--- config.mk ---
export PLATFORM = sky130hd
export DESIGN_NAME = tmr16_core
export DESIGN_NICKNAME = d
export VERILOG_FILES = /design/src/rtl/tmr16_pkg.sv /design/src/rtl/tmr16_counter.sv /design/src/rtl/tmr16_cmp_ch.sv /design/src/rtl/tmr16_capture.sv /design/src/rtl/tmr16_core.sv
export SDC_FILE = /design/constraint.sdc
export NUM_CORES = 1
export LEC_CHECK = 0
export ABC_AREA = 1
export BUFFER_PORTS_ARGS = -buffer_cell sky130_fd_sc_hd__buf_2
export CORE_MARGIN = 4
export CORE_UTILIZATION = 29
export CTS_CLUSTER_SIZE = 28
export DETAILED_ROUTE_END_ITERATION = 10
export PLACE_DENSITY = 0.5
export REMOVE_ABC_BUFFERS = 1
export SLEW_MARGIN = 10
export SYNTH_ARGS = -nofsm -noshare
export SYNTH_HDL_FRONTEND = slang
export SYNTH_SLANG_ARGS = --single-unit
--- constraint.sdc ---
create_clock -name clk -period 2.2 [get_ports clk]
set_input_delay 0.44 -clock clk [delete_from_list [all_inputs] [get_ports clk]]
set_output_delay 0.44 -clock clk [all_outputs]
set_load 0.01 [all_outputs]
--- src/rtl/tmr16_pkg.sv ---
package tmr16_pkg;
   typedef enum logic [1:0] {
      MODE_FREE  = 2'd0,
      MODE_CTC   = 2'd1,
      MODE_PC    = 2'd2,
      MODE_PC2   = 2'd3
   } tmr_mode_e;

   typedef enum logic [1:0] {
      ACT_HOLD   = 2'd0,
      ACT_TOGGLE = 2'd1,
      ACT_LOW    = 2'd2,
      ACT_HIGH   = 2'd3
   } tmr_act_e;

   localparam int ADR_CTRL  = 0;
   localparam int ADR_CMP0  = 1;
   localparam int ADR_TOP   = 3;
   localparam int ADR_FLAGS = 4;

   localparam int NUM_CH    = 2;
   localparam int NUM_FLAGS = 4;

   localparam int CB_ACT0   = 2;
   localparam int CB_EDGE   = 6;
   localparam int CB_NC     = 7;
   localparam int CB_FORCE0 = 8;
endpackage

--- src/rtl/tmr16_counter.sv ---
module tmr16_counter
   import tmr16_pkg::*;
#(
   parameter int W = 16
) (
   input  logic         clk,
   input  logic         rst_n,
   input  logic         tick,
   input  tmr_mode_e    mode,
   input  logic [W-1:0] cmp_a,
   input  logic [W-1:0] top_val,
   output logic [W-1:0] cnt,
   output logic         up,
   output logic         top_ev,
   output logic         ovf_ev
);
   localparam logic [W-1:0] ONE  = W'(1);
   localparam logic [W-1:0] ZERO = '0;
   localparam logic [W-1:0] MAX  = '1;

   logic         pc;
   logic [W-1:0] cnt_nx;
   logic         up_nx;

   assign pc = mode[1];

   always_comb begin
      cnt_nx = cnt;
      up_nx  = up;
      if (pc) begin
         if (up) begin
            if (cnt >= top_val) begin
               up_nx  = 1'b0;
               cnt_nx = (top_val == ZERO) ? ZERO : top_val - ONE;
            end else begin
               cnt_nx = cnt + ONE;
            end
         end else begin
            if (cnt == ZERO) begin
               up_nx  = 1'b1;
               cnt_nx = (top_val == ZERO) ? ZERO : ONE;
            end else begin
               cnt_nx = cnt - ONE;
            end
         end
      end else if (mode == MODE_CTC) begin
         up_nx  = 1'b1;
         cnt_nx = (cnt == cmp_a) ? ZERO : cnt + ONE;
      end else begin
         up_nx  = 1'b1;
         cnt_nx = cnt + ONE;
      end
   end

   always_ff @(posedge clk) begin
      if (!rst_n) begin
         cnt <= ZERO;
         up  <= 1'b1;
      end else if (tick) begin
         cnt <= cnt_nx;
         up  <= up_nx;
      end
   end

   assign top_ev = tick && pc && up && (cnt >= top_val);
   assign ovf_ev = tick && (pc ? (cnt == ZERO) : (cnt == MAX));
endmodule

--- src/rtl/tmr16_cmp_ch.sv ---
module tmr16_cmp_ch
   import tmr16_pkg::*;
#(
   parameter int W = 16
) (
   input  logic         clk,
   input  logic         rst_n,
   input  logic         tick,
   input  logic         pc,
   input  logic         up,
   input  logic [W-1:0] cnt,
   input  logic         wr_cmp,
   input  logic [W-1:0] wr_val,
   input  logic         load_ev,
   input  tmr_act_e     act,
   input  logic         force_stb,
   input  tmr_act_e     force_act,
   output logic [W-1:0] cmp_now,
   output logic         match_ev,
   output logic         wave
);
   logic [W-1:0] cmp_buf;
   logic         wave_nx;

   function automatic logic apply_act(input tmr_act_e a, input logic cur);
      case (a)
         ACT_TOGGLE: apply_act = ~cur;
         ACT_LOW:    apply_act = 1'b0;
         ACT_HIGH:   apply_act = 1'b1;
         default:    apply_act = cur;
      endcase
   endfunction

   assign match_ev = tick && (cnt == cmp_now);

   always_comb begin
      wave_nx = wave;
      if (force_stb) begin
         wave_nx = apply_act(force_act, wave);
      end else if (match_ev) begin
         if (pc) begin
            if (act == ACT_LOW)       wave_nx = ~up;
            else if (act == ACT_HIGH) wave_nx = up;
         end else begin
            wave_nx = apply_act(act, wave);
         end
      end
   end

   always_ff @(posedge clk) begin
      if (!rst_n) begin
         cmp_buf <= '0;
         cmp_now <= '0;
         wave    <= 1'b0;
      end else begin
         wave <= wave_nx;
         if (wr_cmp) cmp_buf <= wr_val;
         if (wr_cmp && !pc)      cmp_now <= wr_val;
         else if (pc && load_ev) cmp_now <= wr_cmp ? wr_val : cmp_buf;
      end
   end
endmodule

--- src/rtl/tmr16_capture.sv ---
module tmr16_capture #(
   parameter int W        = 16,
   parameter int SYNC     = 2,
   parameter int NC_DEPTH = 4
) (
   input  logic         clk,
   input  logic         rst_n,
   input  logic         pin,
   input  logic         rise_sel,
   input  logic         nc_en,
   input  logic [W-1:0] cnt,
   output logic [W-1:0] cap_val,
   output logic         cap_ev
);
   logic [SYNC-1:0]     sync_q;
   logic [NC_DEPTH-1:0] hist_q;
   logic                filt_q;
   logic                filt_nx;
   logic                pin_s;

   assign pin_s = sync_q[SYNC-1];

   always_ff @(posedge clk) begin
      if (!rst_n) begin
         sync_q <= '0;
         hist_q <= '0;
      end else begin
         sync_q <= {sync_q[SYNC-2:0], pin};
         hist_q <= {hist_q[NC_DEPTH-2:0], pin_s};
      end
   end

   always_comb begin
      if (!nc_en)           filt_nx = pin_s;
      else if (&hist_q)     filt_nx = 1'b1;
      else if (~|hist_q)    filt_nx = 1'b0;
      else                  filt_nx = filt_q;
   end

   assign cap_ev = (filt_nx != filt_q) && (filt_nx == rise_sel);

   always_ff @(posedge clk) begin
      if (!rst_n) begin
         filt_q  <= 1'b0;
         cap_val <= '0;
      end else begin
         filt_q <= filt_nx;
         if (cap_ev) cap_val <= cnt;
      end
   end
endmodule

--- src/rtl/tmr16_core.sv ---
module tmr16_core
   import tmr16_pkg::*;
#(
   parameter int CNT_W    = 16,
   parameter int ADDR_W   = 3,
   parameter int SYNC     = 2,
   parameter int NC_DEPTH = 4
) (
   input  logic              clk,
   input  logic              rst_n,
   input  logic              tick,
   input  logic              wr_en,
   input  logic [ADDR_W-1:0] wr_addr,
   input  logic [CNT_W-1:0]  wr_data,
   input  logic              cap_in,
   output logic              wave_a,
   output logic              wave_b,
   output logic [CNT_W-1:0]  cap_value,
   output logic [3:0]        irq_flags
);
   if (CNT_W < 10) begin : g_bad_width
      $error("tmr16_core: CNT_W must hold the control word (>= 10)");
   end
   if (ADDR_W < 3) begin : g_bad_addr
      $error("tmr16_core: ADDR_W must reach address 4 (>= 3)");
   end
   if (SYNC < 2) begin : g_bad_sync
      $error("tmr16_core: SYNC needs at least two stages");
   end
   if (NC_DEPTH < 2) begin : g_bad_nc
      $error("tmr16_core: NC_DEPTH must be at least 2");
   end

   localparam logic [ADDR_W-1:0] A_CTRL  = ADDR_W'(ADR_CTRL);
   localparam logic [ADDR_W-1:0] A_TOP   = ADDR_W'(ADR_TOP);
   localparam logic [ADDR_W-1:0] A_FLAGS = ADDR_W'(ADR_FLAGS);

   tmr_mode_e                  mode_q;
   tmr_act_e [NUM_CH-1:0]      act_q;
   logic                       rise_q;
   logic                       nc_q;
   logic [CNT_W-1:0]           top_q;
   logic [NUM_FLAGS-1:0]       flags_q;

   logic                       wr_ctrl;
   logic                       wr_flags;
   logic                       wr_pc;
   logic [CNT_W-1:0]           cnt_q;
   logic                       cnt_up;
   logic                       top_ev;
   logic                       ovf_ev;
   logic                       cap_ev;
   logic [NUM_CH-1:0]          m_ev;
   logic [NUM_CH-1:0]          waves;
   logic [NUM_CH-1:0][CNT_W-1:0] cmp_now;
   logic [NUM_FLAGS-1:0]       set_v;
   logic [NUM_FLAGS-1:0]       clr_v;

   assign wr_ctrl  = wr_en && (wr_addr == A_CTRL);
   assign wr_flags = wr_en && (wr_addr == A_FLAGS);
   assign wr_pc    = wr_data[1];

   always_ff @(posedge clk) begin
      if (!rst_n) begin
         mode_q <= MODE_FREE;
         act_q  <= '{default: ACT_HOLD};
         rise_q <= 1'b0;
         nc_q   <= 1'b0;
         top_q  <= '1;
      end else if (wr_en) begin
         if (wr_ctrl) begin
            mode_q <= tmr_mode_e'(wr_data[1:0]);
            for (int k = 0; k < NUM_CH; k++)
               act_q[k] <= tmr_act_e'(wr_data[CB_ACT0 + 2*k +: 2]);
            rise_q <= wr_data[CB_EDGE];
            nc_q   <= wr_data[CB_NC];
         end
         if (wr_addr == A_TOP) top_q <= wr_data;
      end
   end

   tmr16_counter #(.W(CNT_W)) u_cnt (
      .clk     (clk),
      .rst_n   (rst_n),
      .tick    (tick),
      .mode    (mode_q),
      .cmp_a   (cmp_now[0]),
      .top_val (top_q),
      .cnt     (cnt_q),
      .up      (cnt_up),
      .top_ev  (top_ev),
      .ovf_ev  (ovf_ev)
   );

   for (genvar i = 0; i < NUM_CH; i++) begin : g_ch
      logic wr_cmp;
      logic frc;
      assign wr_cmp = wr_en && (wr_addr == ADDR_W'(ADR_CMP0 + i));
      assign frc    = wr_ctrl && wr_data[CB_FORCE0 + i] && !wr_pc;

      tmr16_cmp_ch #(.W(CNT_W)) u_ch (
         .clk       (clk),
         .rst_n     (rst_n),
         .tick      (tick),
         .pc        (mode_q[1]),
         .up        (cnt_up),
         .cnt       (cnt_q),
         .wr_cmp    (wr_cmp),
         .wr_val    (wr_data),
         .load_ev   (top_ev),
         .act       (act_q[i]),
         .force_stb (frc),
         .force_act (tmr_act_e'(wr_data[CB_ACT0 + 2*i +: 2])),
         .cmp_now   (cmp_now[i]),
         .match_ev  (m_ev[i]),
         .wave      (waves[i])
      );
   end

   tmr16_capture #(.W(CNT_W), .SYNC(SYNC), .NC_DEPTH(NC_DEPTH)) u_cap (
      .clk      (clk),
      .rst_n    (rst_n),
      .pin      (cap_in),
      .rise_sel (rise_q),
      .nc_en    (nc_q),
      .cnt      (cnt_q),
      .cap_val  (cap_value),
      .cap_ev   (cap_ev)
   );

   assign set_v = {cap_ev, m_ev[1], m_ev[0], ovf_ev};
   assign clr_v = wr_flags ? wr_data[NUM_FLAGS-1:0] : '0;

   always_ff @(posedge clk) begin
      if (!rst_n) flags_q <= '0;
      else        flags_q <= (flags_q & ~clr_v) | set_v;
   end

   assign wave_a    = waves[0];
   assign wave_b    = waves[1];
   assign irq_flags = flags_q;
endmodule

Yosys cells after proc, flatten, opt, wreduce, memory -nomap -nowiden
Cells that the tools add are included.

word-level totals
  flip-flop bits (word level) = 134
  word-level logic and storage cells = 127

operators by class
  add/subtract/negate cells = 3
  $lt $le $gt $ge = 1
  equal/unequal tests = 26
  muxes and demuxes = 37
  bitwise operators = 6
  reduce and logical (&&, ||, !) cells = 35

operator list
  kind                                                 count
  2-to-1 mux 16 bit                                    13
  == test 16 bit                                       2
  logical NOT 16 bit                                   2
  subtractor 16 x 1 -> 16 bit (second input constant)  2
  2-to-1 mux 1 bit                                     19
  logical AND 1 bit                                    18
  adder 16 x 1 -> 16 bit (second input constant)       1
  == test 16 bit (second input constant)               1
  == test 2 bit (second input constant)                8
  >= comparator 16 bit                                 1
  != test 4 x 1 -> 1 bit (second input constant)       4
  one-hot mux 1 bit (3 select lines)                   4
  AND reduction 4 bit                                  3
  == test 2 x 1 -> 1 bit (second input constant)       5
  nonzero test 2 bit                                   4
  nonzero test 4 bit                                   2
  == test 3 x 2 -> 1 bit (second input constant)       2
  bitwise AND 4 bit                                    1
  2-to-1 mux 4 bit                                     1
  inverter 4 bit                                       1
  bitwise OR 4 bit                                     1
  AND reduction 2 bit                                  2
  OR reduction 4 bit                                   1
  == test 3 x 1 -> 1 bit (second input constant)       1
  6 further kinds                                      9

Longest topological paths before layout
Gate-level depths: netlist of run 1.

  depth in word-level cells = 7
  gate-level depth with buffers = 16

Cells and area by module
From an unflattened synthesis of run 1, not the netlist that was laid out.

second synthesis, totals
  cell total of the unflattened synthesis = 1,318
  area total of the unflattened synthesis = 8,684.6 um2

modules (own cells, without submodules)
  module         instances  cells an instance  area an instance (um2)
  tmr16_cmp_ch   2          227                1,656.6
  tmr16_counter  1          576                3,156.8
  tmr16_core     1          144                1,132.3
  tmr16_capture  1          144                1,082.3

Worst setup path before layout of run 1
OpenSTA, ideal clock, no wires.

  path kind = register to register
  start point = reg top_q[15]
  end point = reg g_ch[1].u_ch.cmp_now[15]
  library setup time = 140 ps
  arrival time = 1,736 ps
  required time = 2,060 ps
  setup slack = 324 ps
  stages on the path, launching flop included = 12
  cell sequence = dfxtp_1 > inv_1 > ha_1 > a21oi_1 > o21ai_0 > nor2_1 > nand2_2 > nand3_4 > nand2_4 > buf_12 > nand2_2 > a21oi_2

on the way
  longest elaborated chain between the ends = 4

RTL lines
  what                                 RTL line             source
  start: declaration                   tmr16_core.sv:42     logic [CNT_W-1:0] top_q;
  start signal: assignment             tmr16_core.sv:78     if (wr_addr == A_TOP) top_q <= wr_data;
  >= comparator 16 bit                 tmr16_counter.sv:65  assign top_ev = tick && pc && up && (cnt >= top_val);
  logical AND 1 bit                    tmr16_counter.sv:65
  logical AND 1 bit                    tmr16_cmp_ch.sv:59   else if (pc && load_ev) cmp_now <= wr_cmp ? wr_val : cmp_buf;
  nonzero test 2 bit (no source line)  --
  end signal: assignment               tmr16_cmp_ch.sv:58   if (wr_cmp && !pc) cmp_now <= wr_val;
  end signal: assignment               tmr16_cmp_ch.sv:59
  end: declaration                     tmr16_cmp_ch.sv:18   output logic [W-1:0] cmp_now,

No other way between the ends.
A chain may end at the register's enable or synchronous reset.

Final worst setup path of run 1
  start point = reg top_q[15]
  end point = reg g_ch[1].u_ch.cmp_now[0]

Same word-level chain as after synthesis.

==> results of run 1 <==
## cell usage in the layout, fill, tap and decap left out, drive strengths merged, types with 2 or more instances in the layout
cell	netlist	final
o31ai	2	2
nor4	2	2
ha	23	23
o22ai	3	3
o21a	32	32
a21oi	91	91
or2	34	34
dfxtp	134	134
nand3	91	91
bufinv	0	3
clkinv	2	9
inv	153	153
nor3	11	11
o21ai	81	81
nor2	168	168
nand2	224	226
xnor2	3	3
nand4	24	24
clkbuf	22	22
buf	28	112
xor2	32	32
## path summary, 6_finish.rpt
check | cells after the start | to | startpoint
worst max-delay path | 11 | g_ch[1].u_ch.cmp_now[0] | top_q[15]
worst min-delay path | 3 | u_cap.sync_q[0] | cap_in
worst max register to register | 11 | g_ch[1].u_ch.cmp_now[0] | top_q[15]
worst min register to register | 2 | u_cap.sync_q[1] | u_cap.sync_q[0]
## metal layers
layer,part of all wire,track usage
met5,0,0
met4,0.015,0.0459
met3,0.046,0.0231
met2,0.44,0.258
met1,0.50,0.230
## cell type report
type | count | area [µm²] | share of cell area
Timing Repair Buffer | 114 | 832 | 0.0869
Inverter | 155 | 582 | 0.0608
Multi-Input combinational cell | 829 | 4440 | 0.463
Tap cell | 341 | 427 | 0.0446
Sequential cell | 134 | 2690 | 0.281
Clock buffer | 20 | 457 | 0.0477
Clock inverter | 11 | 151 | 0.0158
## synthesized netlist by cell type (all sizes together), types with 22 or more instances
cell type / number / area [µm²]
o21a: 32 / 240
nand2: 224 / 921
or2: 34 / 215
buf: 28 / 220
a21oi: 91 / 523
inv: 153 / 574
o21ai: 81 / 405
dfxtp: 134 / 2680
clkbuf: 22 / 85.1
ha: 23 / 288
nand4: 24 / 150
nand3: 91 / 473
xor2: 32 / 280
nor2: 168 / 656
## sequential cells by signal, summed over array words and instances, names as in the netlist
signal and cells:
g_ch.u_ch.cmp_buf 32, g_ch.u_ch.cmp_now 32, top_q 16, u_cap.cap_val 16
u_cnt.cnt 16, act_q 4, irq_flags 4, u_cap.hist_q 4
g_ch.u_ch.wave 2, mode_q 2, u_cap.sync_q 2, nc_q 1
rise_q 1, u_cap.filt_q 1, u_cnt.up 1
## cell families after synthesis
family / count (synthesis) / share of synthesized area
flip-flops: 134 / 0.338
XOR/XNOR: 35 / 0.0386
AO/OA/AOI/OAI: 213 / 0.156
buffers and inverters: 205 / 0.112
adder cells (fa/ha/maj): 23 / 0.0363
AND/OR/NAND/NOR: 556 / 0.320
## power by group through the flow
stage	sequential [mW]	combinational (mW)	clock, mW
2_1_floorplan	2.64	0.531	0
3_3_place_gp	2.62	0.934	0
3_5_place_dp	2.63	0.937	0
4_1_cts	2.57	0.943	3.05
5_1_grt	2.59	1.07	3.14
6_report	2.58	0.950	2.98
## metrics by stage
step | power [mW] | std cells
6_report | 6.50 | 1604
5_1_grt | 6.79 | 1604
4_1_cts | 6.56 | 1596
3_5_place_dp | 3.56 | 1565
3_3_place_gp | 3.56 | 1565
2_1_floorplan | 3.18 | 1116
## what timing repair did
action | CTS | global route
buffers inserted | 0 | 4
setup endpoints to repair | 0 | 48
gates resized for setup | 0 | 18
## worst max-delay path: stages, from the launching register on
cell and delay, ps:
dfxtp_1 380, inv_1 90, ha_1 330, a21oi_1 130, o21ai_0 110, nor2_2 230, nand2_4 110, nand3_4 110
buf_12 150, clkbuf_16 160, nand3_1 80, a21oi_2 140
==> summary.md, run 1 <==
| Metric | Value |
|---|---|
| Global route overflow | 0 |
| Nets | 1,298 |
| Worst-path fanout max | 8 |
| Drt pass-1 iters | 5 |
| Worst Setup Slack, final | 109 ps |
| Async S/R FF share, synth | 0 |
| Post-route ant nets | 0 |
| Post-synth cell types | 44 |
| Sequential power share | 0.396 |
| Mapped cell area | 0.00793 mm² |
| Die H | 173 µm |
| Critical Path Source Type | register |
| CTS tree | yes |
| Worst Path Required | 2560 ps |
| Slew headroom | 0.535 |
| Crit path DAT | 2450 ps |
| Fmax | 478 MHz |
| IO Pins | 46 |
| Chip width | 173 µm |
| Total negative slack | 0 ps |
| Kind of critical path | register to register |
| Syn Area/Cell | 6.80 µm² |
| Number of diodes | 0 |
| Worst IR drop on VDD | 0.496 mV |
| P_int | 4.71 mW |
| Setup violators final | 0 |
| HPWL after DPL | 18.4 mm |
| Hold-fix buffer count after cts | 0 |
| Area Growth Syn to Fin | 20.7% |
| Slew at the pin with the worst max-slew slack | 698 ps |
| Outcome | finished, final reports clean |
| Max cap viols | 0 |
| Residual DRC | 0 |
| Comb pwr share | 0.146 |
| Number of max-slew violations in the final report | 0 |
| Worst-path clk slew | 60 ps |
| Core area | 0.0270 mm² |
| Pwr per Cell Area | 679 mW/mm² |
| TritonCTS Buffers | 17 |
| # rows | 60 |
| Port-buffer cells | 45 |
| Synth Flop Type | dfxtp_1 |
| Share of cells above drive strength 1 | 0.200 |
| Final Cycle Share | 0.951 |
| Later-pin clock latency in the skew report | 420 ps |
| Lkg Pwr | 4.43 nW |
| Per-cell routed wire length | 15.3 µm |
| Yosys warns | 0 |
| Post-synth EDFFs | 0 |
| Largest net degree at the start of global routing | 43 |
| R2R Setup Slk | 110 ps |
| Net Sw Frac | 0.276 |
| Place WS | 50.5 ps |
| Routed vias/inst | 4.73 |
| Worst hold path type | input pin to register |
| CTS Buffer Depth | 2 |
| Initial antenna violation count | 0 |
| Root Driver | clkbuf_16 |
| Fin util | 0.355 |
| # clock sinks | 134 |
| Endpoint class of the critical path | register |
| Starting density of the core | 0.294 |
| Post-route design area | 0.00958 mm² |
| RD Place Congestion | 0.905 |
| Vias in the first global route | 7,290 |
| Post-Syn Instances | 1,166 |
| Clk pwr share | 0.458 |
| # H-tree levels | 4 |
| Tot GR Track Use | 0.162 |
| Filler instances | 2,891 |
| Post-place instance area | 0.00878 mm² |
| Die area | 0.0301 mm² |
| Via count | 7,580 |
| Sw Pwr | 1.80 mW |
| Routed WL | 24.6 mm |
| Post-synthesis sequential area ratio | 0.338 |
| Initial DRC Count | 586 |
| Final worst clock skew | 7.52 ps |
| Min cycle time layout | 2090 ps |
| First-pass GRT wire length | 39.5 mm |
| Final Hold Slack | 198 ps |
| Final Hold Viols | 0 |
| #FFs+latches synth | 134 |
Note: power is estimated with default switching activity, not from simulation.
==> run 2: changes to the inputs <==
--- a/config.mk
+++ b/config.mk
@@ -7,7 +7,7 @@
 export LEC_CHECK = 0
 export ABC_AREA = 1
 export BUFFER_PORTS_ARGS = -buffer_cell sky130_fd_sc_hd__buf_2
-export CORE_MARGIN = 4
+export CORE_MARGIN = 8
 export CORE_UTILIZATION = 29
 export CTS_CLUSTER_SIZE = 28
 export DETAILED_ROUTE_END_ITERATION = 10
==> run 2 against run 1 <==
Critical path type unchanged; non-clock buffer count rose by 3; via count decreased by 0.40%; sequential share of layout area down 0.075 points; fmax grew 2.4%; clock-buffer cell count down 1; sequential power about the same; total power decreased by 1.3%; highest routed layer unchanged.
==> summary.md, run 2 (synthesis results as in run 1) <==
| Metric | Value |
|---|---|
| Area Growth Syn to Fin | 20.7% (about the same) |
| Commonest non-fill, non-tap cell in the layout | nand2_1 |
| Crit path DAT | 2400 ps (-50 ps) |
| Largest regs | g_ch.u_ch.cmp_buf (32), g_ch.u_ch.cmp_now (32) |
| Outcome | finished, final reports clean |
| Final Hold Viols | 0 (unchanged) |
| Place WS | 7.23 ps (-43.3 ps) |
| Final Cycle Share | 0.928 (-0.0224) |
| IO Pins | 46 (unchanged) |
| HPWL after DPL | 18.9 mm (+3.0%) |
| Die H | 181 µm (+4.6%) |
| Chip width | 181 µm (+4.6%) |
| Die area | 0.0329 mm² (+9.4%) |
| Worst-path clk slew | 70 ps (about the same) |
| Root Driver | clkbuf_16 |
| Worst Setup Slack, final | 158 ps (+49.2 ps) |
| Final worst clock skew | 16.5 ps (+8.95 ps) |
| Post-route design area | 0.00958 mm² (about the same) |
| CTS tree | yes |
| # H-tree levels | 4 (unchanged) |
| Setup violators final | 0 (unchanged) |
| Total negative slack | 0 ps (unchanged) |
| Worst-path cell chain | inv_1 > ha_1 > a21oi_1 > o21ai_0 > nor2_2 > nand2_4 > nand3_4 > buf_12 > buf_8 > nand3_1 > a21oi_2 |
| Reg2reg end | g_ch[0].u_ch.cmp_now[11] |
| Tot GR Track Use | 0.152 (-0.0107) |
| Routed WL | 25.3 mm (+2.9%) |
| Post-route ant nets | 0 (unchanged) |
| Vias in the first global route | 7,161 (-1.8%) |
| CTS Buffer Depth | 2 (unchanged) |
| R2R Setup Slk | 160 ps (+50 ps) |
| Drt pass-1 iters | 5 (unchanged) |
| Kind of critical path | register to register |
| Largest net degree at the start of global routing | 48 (+12%) |
| Port-buffer cells | 45 (unchanged) |
| Slew at the pin with the worst max-slew slack | 483 ps (-215 ps) |
| Global route overflow | 0 (unchanged) |
| Critical Path End | g_ch[0].u_ch.cmp_now[11] |
| First-pass GRT wire length | 39.6 mm (+0.19%) |
| Min cycle time layout | 2040 ps (-49.2 ps) |
| RD Place Congestion | 0.923 (+2.0%) |
| Number of max-slew violations in the final report | 0 (unchanged) |
| Worst IR drop on VDD | 0.527 mV (+6.4%) |
| Post-place instance area | 0.00881 mm² (+0.31%) |
| Crit-path max cell delay | 380 ps (about the same) |
| Max cap viols | 0 (unchanged) |
| Lkg Pwr | 4.43 nW (about the same) |
| Buf/Inv on CP | 3 (unchanged) |
| Nets | 1,302 (+0.31%) |
| TritonCTS Buffers | 17 (unchanged) |
| Worst hold path type | input pin to register |
| Worst Path Required | 2560 ps (about the same) |
| # clock sinks | 134 (unchanged) |
| RR Startpoint | top_q[15] |
| Fmax | 490 MHz (+2.4%) |
| Number of cells on the critical path | 11 (unchanged) |
| CP startpoint | top_q[15] |
| Residual DRC | 0 (unchanged) |
| Hold Path Origin | cap_in |
| Endpoint class of the critical path | register |
| Share of cells above drive strength 1 | 0.198 (-0.00237) |
| Via count | 7,550 (-0.40%) |
| Core area | 0.0269 mm² (-0.28%) |
| Cell depth of the worst flop-to-flop path | 11 (unchanged) |
| Number of diodes | 0 (unchanged) |
| Slew headroom | 0.678 (+0.143) |
| Pwr per Cell Area | 671 mW/mm² (-1.3%) |
| Per-cell routed wire length | 15.7 µm (+2.6%) |
| Critical Path Source Type | register |
| Fin util | 0.356 (+0.000946) |
| Hold-fix buffer count after cts | 0 (unchanged) |
| Worst-path fanout max | 12 (+4) |
| Slowest CP cell | dfxtp_1 |
| Routed vias/inst | 4.69 (-0.71%) |
| Initial antenna violation count | 0 (unchanged) |
| Later-pin clock latency in the skew report | 430 ps (about the same) |
| # rows | 60 (unchanged) |
| Starting density of the core | 0.295 (+0.000822) |
| Most frequent cells in the layout | nand2_1, nor2_1, inv_1 |
| Crit path max-delay family | simple AND/OR/NAND/NOR gates |
| Initial DRC Count | 526 (-10%) |
| Final Hold Slack | 198 ps (+0.231 ps) |
-- run 2: cell count changes in the layout (fill, tap and decap cells not counted), moves of 2 or more --
cell        previous run  this run
buf_4                 62        65
clkinv_4               5         2
clkinvlp_4             1         3
inv_6                  0         4
dfxtp_2                6         0
dfxtp_1              128       134
-- run 2: worst min path at each step --
stage,endpoint,slack [ps],cells after the start
finish,u_cap.sync_q[0],200,3
global placement,u_cap.sync_q[1],390,2
floorplan,u_cap.sync_q[1],390,2
global route,u_cap.sync_q[0],190,3
CTS,u_cap.sync_q[0],190,3
detailed placement,u_cap.sync_q[1],400,2
-- run 2: repair_timing --
action	4_1_cts	5_1_grt
setup buffers	0	6
gates cloned	0	4
endpoints found under the setup margin	1	37
pin swaps	0	5
gates resized for setup	2	11
-- run 2: power breakdown --
group | switching (mW) | internal (mW) | leakage [nW] | total [mW]
Clock | 1.18 | 1.71 | 0.281 | 2.89
Sequential | 0.0599 | 2.51 | 1.09 | 2.57
Combinational | 0.606 | 0.355 | 3.06 | 0.960
-- run 2: cell type report --
type	count	area (µm²)
Timing Repair Buffer	117	853
Tap cell	341	427
Inverter	155	582
Multi-Input combinational cell	830	4440
Clock inverter	13	145
Clock buffer	19	443
Sequential cell	134	2680
Fill cell	2941	17300
-- run 2: layer usage --
layer,track usage,part of all wire,vias up
li1,-,-,3938
met1,0.208,0.50,3469
met2,0.243,0.46,124
met3,0.0265,0.028,19
met4,0.0361,0.011,0
met5,0,0,-
-- run 2: worst register-to-register path: cells and delay by family, from the launching register on --
family          cells  cell delay [ps]
compound gates      3              400
fa+ha+maj           1              330
simple gates        4              520
flops               1              380
buf+inv             3              370
-- run 2: metrics by stage --
step           power, mW  std cells
2_1_floorplan       3.18       1116
3_3_place_gp        3.57       1567
3_5_place_dp        3.57       1567
4_1_cts             6.48       1599
5_1_grt             6.72       1609
6_report            6.42       1609
